[src/rtl/feac_tx_pkg.sv]
package feac_tx_pkg;

    localparam int CODE_W = 6;
    localparam int WORD_W = 16;
    localparam int POS_W  = $clog2(WORD_W);

    typedef enum logic [1:0] {
        MODE_A   = 2'd0,
        MODE_B   = 2'd1,
        MODE_AB  = 2'd2,
        MODE_RSV = 2'd3
    } feac_mode_e;

    // Bit index 0 leaves first: 0, code[0..5], 0, then ones.
    function automatic logic [WORD_W-1:0] frame_word(input logic [CODE_W-1:0] code);
        return {{(WORD_W-CODE_W-2){1'b1}}, 1'b0, code, 1'b0};
    endfunction

endpackage

[src/rtl/feac_code_regs.sv]
module feac_code_regs
    import feac_tx_pkg::*;
(
    input  logic              clk,
    input  logic              rst_n,
    input  logic              wr_en,
    input  logic              wr_sel,
    input  logic [CODE_W-1:0] wr_data,
    output logic [CODE_W-1:0] code_a,
    output logic [CODE_W-1:0] code_b
);

    localparam int N_CODES = 2;

    typedef struct packed {
        logic [N_CODES-1:0][CODE_W-1:0] code;
    } regs_t;

    regs_t regs_d, regs_q;

    always_comb begin
        regs_d = regs_q;
        for (int i = 0; i < N_CODES; i++) begin
            if (wr_en && (int'(wr_sel) == i)) begin
                regs_d.code[i] = wr_data;
            end
        end
    end

    always_ff @(posedge clk or negedge rst_n) begin
        if (!rst_n) begin
            regs_q <= '0;
        end else begin
            regs_q <= regs_d;
        end
    end

    assign code_a = regs_q.code[0];
    assign code_b = regs_q.code[1];

endmodule

[src/rtl/feac_word_ctrl.sv]
module feac_word_ctrl
    import feac_tx_pkg::*;
#(
    parameter int REP_W = 4
)(
    input  logic              clk,
    input  logic              rst_n,
    input  logic              start,
    input  logic [1:0]        mode_in,
    input  logic [REP_W-1:0]  rep_in,
    input  logic              bit_en,
    input  logic [CODE_W-1:0] code_a,
    input  logic [CODE_W-1:0] code_b,
    output logic              ser_bit,
    output logic              busy,
    output logic              done
);

    localparam logic [POS_W-1:0] LAST_POS = POS_W'(WORD_W - 1);
    localparam logic [REP_W-1:0] ONE_REP  = REP_W'(1);

    typedef struct packed {
        logic              busy;
        logic              phase_b;
        feac_mode_e        mode;
        logic [REP_W-1:0]  rep_total;
        logic [REP_W-1:0]  reps_left;
        logic [POS_W-1:0]  pos;
        logic [WORD_W-1:0] word;
    } ctrl_t;

    ctrl_t      st_d, st_q;
    feac_mode_e req_mode;
    logic       cur_b;
    logic [REP_W-1:0] eff_rep;

    always_comb begin
        st_d     = st_q;
        done     = 1'b0;
        req_mode = feac_mode_e'(mode_in);
        eff_rep  = (rep_in == '0) ? ONE_REP : rep_in;
        cur_b    = (st_q.mode == MODE_B) || st_q.phase_b;

        if (!st_q.busy) begin
            if (start && (req_mode != MODE_RSV)) begin
                st_d.busy      = 1'b1;
                st_d.mode      = req_mode;
                st_d.phase_b   = 1'b0;
                st_d.rep_total = eff_rep;
                st_d.reps_left = eff_rep;
                st_d.pos       = '0;
                st_d.word      = frame_word((req_mode == MODE_B) ? code_b : code_a);
            end
        end else if (bit_en) begin
            if (st_q.pos == LAST_POS) begin
                st_d.pos = '0;
                if (st_q.reps_left > ONE_REP) begin
                    st_d.reps_left = st_q.reps_left - ONE_REP;
                    st_d.word      = frame_word(cur_b ? code_b : code_a);
                end else if ((st_q.mode == MODE_AB) && !st_q.phase_b) begin
                    st_d.phase_b   = 1'b1;
                    st_d.reps_left = st_q.rep_total;
                    st_d.word      = frame_word(code_b);
                end else begin
                    st_d.busy = 1'b0;
                    done      = 1'b1;
                end
            end else begin
                st_d.pos = st_q.pos + 1'b1;
            end
        end
    end

    always_ff @(posedge clk or negedge rst_n) begin
        if (!rst_n) begin
            st_q      <= '0;
            st_q.mode <= MODE_A;
        end else begin
            st_q <= st_d;
        end
    end

    assign ser_bit = st_q.word[st_q.pos];
    assign busy    = st_q.busy;

    // position and word hold without a slot enable
    p_hold_pos_r7: assert property (@(posedge clk) disable iff (!rst_n)
        (st_q.busy && !bit_en) |=> ($stable(st_q.pos) && $stable(st_q.word)));

    // the two framing zeros at bit indexes 0 and 7
    p_frame_gap_r2: assert property (@(posedge clk) disable iff (!rst_n)
        (st_q.busy && ((st_q.pos == '0) || (st_q.pos == POS_W'(7)))) |-> !ser_bit);

    // a running message never has a zero repeat count
    p_rep_min_r6: assert property (@(posedge clk) disable iff (!rst_n)
        st_q.busy |-> (st_q.reps_left != '0));

    // a start while busy leaves the message pattern unchanged
    p_start_busy_r9: assert property (@(posedge clk) disable iff (!rst_n)
        (st_q.busy && start) |=> $stable(st_q.mode));

endmodule

[src/rtl/feac_idle_status.sv]
module feac_idle_status (
    input  logic clk,
    input  logic rst_n,
    input  logic busy,
    input  logic done,
    input  logic idle_clr,
    output logic idle_live,
    output logic idle_latched
);

    typedef struct packed {
        logic latched;
    } stat_t;

    stat_t stat_d, stat_q;

    always_comb begin
        stat_d = stat_q;
        if (done) begin
            stat_d.latched = 1'b1;
        end else if (idle_clr) begin
            stat_d.latched = 1'b0;
        end
    end

    always_ff @(posedge clk or negedge rst_n) begin
        if (!rst_n) begin
            stat_q.latched <= 1'b1;
        end else begin
            stat_q <= stat_d;
        end
    end

    assign idle_live    = !busy;
    assign idle_latched = stat_q.latched;

    // a clear with no coincident return to idle empties the flag
    p_clr_r11: assert property (@(posedge clk) disable iff (!rst_n)
        (idle_clr && !done) |=> !idle_latched);

    // the flag is sticky until cleared
    p_latch_hold_r10: assert property (@(posedge clk) disable iff (!rst_n)
        (idle_latched && !idle_clr) |=> idle_latched);

endmodule

[src/rtl/feac_tx.sv]
module feac_tx
    import feac_tx_pkg::*;
#(
    parameter int REP_W = 4
)(
    input  logic             clk,
    input  logic             rst_n,
    input  logic             code_wr_en,
    input  logic             code_wr_sel,
    input  logic [5:0]       code_wr_data,
    input  logic             start,
    input  logic [1:0]       start_mode,
    input  logic [REP_W-1:0] rep_count,
    input  logic             bit_en,
    input  logic             idle_clr,
    output logic             feac_out,
    output logic             idle_live,
    output logic             idle_latched
);

    logic [CODE_W-1:0] code_a, code_b;
    logic              ser_bit, busy, done;

    feac_code_regs i_regs (
        .clk     (clk),
        .rst_n   (rst_n),
        .wr_en   (code_wr_en),
        .wr_sel  (code_wr_sel),
        .wr_data (code_wr_data),
        .code_a  (code_a),
        .code_b  (code_b)
    );

    feac_word_ctrl #(.REP_W(REP_W)) i_ctrl (
        .clk     (clk),
        .rst_n   (rst_n),
        .start   (start),
        .mode_in (start_mode),
        .rep_in  (rep_count),
        .bit_en  (bit_en),
        .code_a  (code_a),
        .code_b  (code_b),
        .ser_bit (ser_bit),
        .busy    (busy),
        .done    (done)
    );

    feac_idle_status i_status (
        .clk          (clk),
        .rst_n        (rst_n),
        .busy         (busy),
        .done         (done),
        .idle_clr     (idle_clr),
        .idle_live    (idle_live),
        .idle_latched (idle_latched)
    );

    assign feac_out = busy ? ser_bit : 1'b1;

    // idle output is all ones
    p_idle_ones_r3: assert property (@(posedge clk) disable iff (!rst_n)
        idle_live |-> feac_out);

    // a return to idle is recorded in the sticky flag
    p_latch_rise_r10: assert property (@(posedge clk) disable iff (!rst_n)
        $rose(idle_live) |-> idle_latched);

endmodule

[config.mk]
export PLATFORM = sky130hd
export DESIGN_NAME = feac_tx
export DESIGN_NICKNAME = d
export VERILOG_FILES = /design/src/rtl/feac_tx_pkg.sv /design/src/rtl/feac_code_regs.sv /design/src/rtl/feac_word_ctrl.sv /design/src/rtl/feac_idle_status.sv /design/src/rtl/feac_tx.sv
export SDC_FILE = /design/constraint.sdc
export NUM_CORES = 1
export LEC_CHECK = 0
export ABC_AREA = 0
export BUFFER_PORTS_ARGS = -buffer_cell sky130_fd_sc_hd__buf_4
export CAP_MARGIN = 20
export CORE_MARGIN = 2
export CORE_UTILIZATION = 25
export CTS_BUF_LIST = sky130_fd_sc_hd__clkbuf_8 sky130_fd_sc_hd__clkbuf_16
export DETAILED_ROUTE_END_ITERATION = 8
export GPL_TIMING_DRIVEN = 0
export HOLD_SLACK_MARGIN = 0.12
export PLACE_DENSITY = 0.53
export REMOVE_ABC_BUFFERS = 1
export SLEW_MARGIN = 40
export SYNTH_ARGS = -nofsm -noshare
export SYNTH_HDL_FRONTEND = slang
export SYNTH_SLANG_ARGS = --single-unit
[constraint.sdc]
create_clock -name clk -period 5.77 [get_ports clk]
set_clock_uncertainty 0.1 [all_clocks]
set_input_delay 0.8655 -clock clk [delete_from_list [all_inputs] [get_ports clk]]
set_output_delay 0.8655 -clock clk [all_outputs]
set_load 0.005 [all_outputs]
* Word level (Yosys, flattened, before mapping)
Index checks and enable logic that the tools add are counted.
** Storage, ports and cells
- Latch bits :: 0
- Output and inout bits :: 3
- Input port bits :: 19
- Flip-flop bits (word level) :: 45
- Memories :: 0
- RAM bits :: 0
- ROM bits :: 0
** Cells by class
- Multiplexer cells :: 29
- Shifts and indexed selects :: 0
- Reduce and logical (&&, ||, !) cells :: 14
- Bitwise operators :: 2
- Add/subtract/negate cells :: 2
- Magnitude comparators :: 2
- Div/mod/pow operators :: 0
- Equality and inequality tests :: 10
- Multiply operators :: 0
** Operators by type and width (number)
- 16-bit two-way mux :: 3
- 24-bit two-way mux :: 2
- 32-bit two-way mux :: 1
- 4-bit two-way mux :: 5
- 6-bit two-way mux :: 2
- 1-bit two-way mux :: 11
- 2-bit != test (second input constant) :: 5
- 2-bit two-way mux :: 4
- 4-bit by 5-bit less-than comparator with 1-bit output (second input constant) :: 1
- 5-bit AND reduction :: 1
- 4-bit by 1-bit adder with 4-bit output (second input constant) :: 1
- 1-bit binary-select mux with 4-bit select :: 1
- 2-bit by 1-bit == test with 1-bit output (second input constant) :: 2
- 4-bit == test (second input constant) :: 1
- 4-bit by 1-bit greater-than comparator with 1-bit output (second input constant) :: 1
- 1-bit logical AND :: 4
- 4-bit zero test :: 1
- 2-bit AND reduction :: 2
- 4-bit AND reduction :: 1
- 2-bit nonzero test :: 2
- 4-bit by 1-bit subtractor with 4-bit output (second input constant) :: 1
- 3-bit != test (second input constant) :: 1
- 2-bit == test (second input constant) :: 1
- 1-bit zero test :: 2
- other kinds (2) :: 3

* Logic depth before layout (Yosys ltp)
- Word-level depth :: 8
- Gate-level depth with buffers :: 9
- Depth with buffers taken out :: 7

* By module
From an unflattened synthesis, not the netlist that was laid out.
** Second synthesis, totals
- Cell total of the unflattened synthesis :: 197
- Area, all modules :: 1985.7 µm²
** Modules (own cells, without submodules)
- feac_word_ctrl :: area an instance 1468.9 µm², cells an instance 165, sequential area each 575.6 µm², times used 1
- feac_code_regs :: area an instance 469.2 µm², cells an instance 27, sequential area each 300.3 µm², times used 1
- feac_idle_status :: area an instance 41.3 µm², cells an instance 4, sequential area each 26.3 µm², times used 1
- feac_tx :: area an instance 6.3 µm², cells an instance 1, sequential area each 0.0 µm², times used 1

* Least setup slack after synthesis
Ideal clock, no wire load.
- Path kind :: reg-to-output
- From :: reg i_ctrl.st_q[16] (netlist name)
- To :: out feac_out
- Required time :: 4.805 ns
- Stages on the path, launching flop included :: 7
- Buffers on the path :: 1
- Setup slack :: 3.588 ns
- Arrival :: 1.217 ns
- Cell sequence :: dfrtp_1 > clkbuf_1 > mux2_1 > nand2_1 > o21ai_1 > o21ai_1 > o211ai_1
** Between the ends
- Longest elaborated chain between the ends :: 3
** Ends and longest elaborated chain
- from (decl) :: RTL line feac_word_ctrl.sv:32 : ctrl_t st_d, st_q;
- from (signal assigned) :: RTL line feac_word_ctrl.sv:79 : st_q <= st_d;
- 1-bit binary-select mux with 4-bit select :: RTL line feac_word_ctrl.sv:83 : assign ser_bit = st_q.word[st_q.pos];
- 1-bit two-way mux (not written as such) :: RTL line feac_word_ctrl.sv:83
- 1-bit two-way mux :: RTL line feac_tx.sv:58 : assign feac_out = busy ? ser_bit : 1'b1;
- to (decl) :: RTL line feac_tx.sv:16 : output logic feac_out,
Every way passes these cells. The select of a mux whose other input is x is not followed.

* Worst setup path after layout
Ends and elaborated chain as after synthesis.

==> results.cfg <==
[sta]
grt_setup_unrepaired = no
setup_violations = 0
slew_headroom_pct = 48.4
finalHoldViolCount = 0
worst-slew-pin-transition_ns = 0.773
fin_crit_sh_pct = 46.0
fmax_mhz = 377
fin_tns_setup_ns = 0
period_minus_slack_ns = 2.65
finalMaxSlewViolations = 0

[place]
gp_congestion = 0.821
port_buffers = 21
hpwl_mm = 2.78

[setup_path]
cp-startpoint = i_ctrl.st_q[16]
cp-end-kind = output pin
crit_slowest_cell = dfrtp_1
r2r-start = i_ctrl.st_q[20]
crit_fanout = 9
cp.arrival_ns = 1.69
required_ns = 4.80
critical_path_class = flop to output pin
crit_chain = mux2_1 -> nand2_1 -> o21ai_1 -> o21ai_1 -> o211ai_1 -> buf_4
max_stage_delay_ns = 0.51
cpMostUsedCell = o21ai_1
critPathLaunchType = flop

[final_layout]
n_antenna_cell = 0
drive_gt1_share_pct = 14.9
final_common_cell = nand2_1
syn2layout_area_growth_pct = 16.1
multi_input_area_sq_um = 883
fillers = 765
final_nets = 243
seq_area_sq_um = 902
layout_common_cells = nand2_1, dfrtp_1, buf_4
final_util_pct = 30.2

[floorplan]
num_io_pins = 22
die_area_sq_um = 8340
coreArea_sq_um = 7330
initial_utilization_pct = 26.0
fp.dieH_um = 91.3
die_x_um = 91.3
rows = 31

[clock_tree]
clk_path_buf_depth = 2
holdBufCountCts = 0
cts-root-buf = clkbuf_8
clkLatencyLatePin_ns = 0.28
cts_setup_buffers = 0
clock_sinks = 36
path_clk_slew_ns = 0.07
htree_levels = 2
post_cts_resize_count = 0
numCtsBuffers = 5
cts_tree = done

[routing]
drt-initial-drc-count = 80
dr.pass1.iters = 4
vias = 1476
viasPerCell = 4.61
wl_per_cell_um = 12.3
drc = 0
antenna_left = 0
routed_wl_mm = 3.93

[synth]
ys_seq_area_share_pct = 47.3
yosys.area.top_type_share_pct = 46.0
synthesis.area_sq_um = 1910
ys_ff_latch = 36
synthTopCellsByArea = dfrtp_1, nand2_1, mux2_1, o21ai_1, a22oi_1
yosys_warnings = 0
synthCells = 204
synth_cell_types = 37
netlist.top_cell.by_area = dfrtp_1
syn_avg_cell_area_sq_um = 9.34

[hold_path]
hold_path_class = flop to flop
min_from = i_status.idle_latched

[global_routing]
grt_start_max_net_pins = 37
grt_pass1_wl_mm = 6.71
grt_overflow = 0
gr-usage-all-layers_pct = 9.95
grt_pass1_vias = 1396
antenna_found_initial = 0

[status]
outcome = complete, no violations

[flow_run]
maxCapViolCount = 0

[power]
power_density_nw_per_um2 = 451
peakVddDrop_uv = 143
leakage_nw = 0.971
logic make-up (layout without fill, tap and decap cells):
family	Yosys count	count (layout)	share of synthesized area [%]
xor gates and xnor gates	1	1	0.460
AOI/OAI and AO/OA	57	57	20.0
buffers and inverters	24	41	6.30
muxes	15	15	8.73
and+or+nand+nor	68	68	15.2
DFF	36	36	47.3
adders and majority gates	3	3	1.97
worst max-delay path: cells and delay by family (launching register included):
family          cells  cell delay (ns)
compound gates      3             0.30
mux                 1             0.36
simple gates        1             0.06
buf+inv             1             0.18
flops               1             0.51
state kept, by name, indices dropped and copies added (netlist names):
register	flops
i_regs.code_b	6
i_ctrl.st_q	22
i_ctrl.busy	1
i_status.idle_latched	1
i_regs.code_a	6
worst paths after layout:
kind	end	cells past startpoint	slack, ns
setup reg to reg	i_ctrl.st_q[6]	7	3.41
hold / removal	i_status.idle_latched	2	0.36
max in group asynchronous	i_status.idle_latched	1	4.77
min in group asynchronous	i_regs.code_b[5]	1	0.44
setup / recovery	feac_out	6	3.12
hold reg to reg	i_status.idle_latched	2	0.36
through the flow:
| stage | setup slack (ns) | cell area, sq um | hold slack [ns] | total power, W | cells |
|---|---|---|---|---|---|
| after detailed placement | 3.17 | 2120 | 0.350 | 0.000811 | 313 |
| after floorplan | 3.57 | 1830 | 0.334 | 0.000708 | 193 |
| after CTS | 3.09 | 2210 | 0.361 | 0.00101 | 320 |
| final | 3.12 | 2210 | 0.357 | 0.000998 | 320 |
| after global routing | 3.02 | 2210 | 0.386 | 0.00108 | 320 |
| after global placement | 3.18 | 2120 | 0.351 | 0.000804 | 313 |
routing by layer:
metal	part of all wire, %	track usage (%)	wire length, um	vias up
met2	45	14.8	1780	27
met3	3.4	2.24	132	2
met1	51	14.3	1990	703
met4	0.69	3.16	27	0
li1	-	-	-	744
met5	0	0	0	-
layout make-up:
type / count / area share [%]
Timing Repair Buffer: 21 / 7.13
Sequential cell: 36 / 40.8
Clock buffer: 7 / 4.36
Inverter: 13 / 2.21
Multi-Input combinational cell: 144 / 39.9
Tap cell: 99 / 5.60
cell usage after synthesis, drive strengths merged:
master and n:
nand2 42, dfrtp 35, o21ai 17, inv 13, mux2 13, nor2 13
a21oi 9, buf 8, a22oi 7, o211ai 6, o22ai 6, nand3 4
a31oi 3, clkbuf 3, ha 3, a22o 2, mux2i 2, nor2b 2
nor3 2, or2 2, a221oi 1, a311oi 1, a31o 1, a32o 1
and2 1, dfstp 1, nand3b 1, o2111ai 1, o22a 1, o31ai 1
or3b 1, xor2 1
report_power, final:
group | switching, W | internal (W)
logic | 0.000195 | 0.000196
registers | 0.0000780 | 0.000337
clock network | 0.0000856 | 0.000106
total | 0.000359 | 0.000639
(Power assumes the default switching activity.)
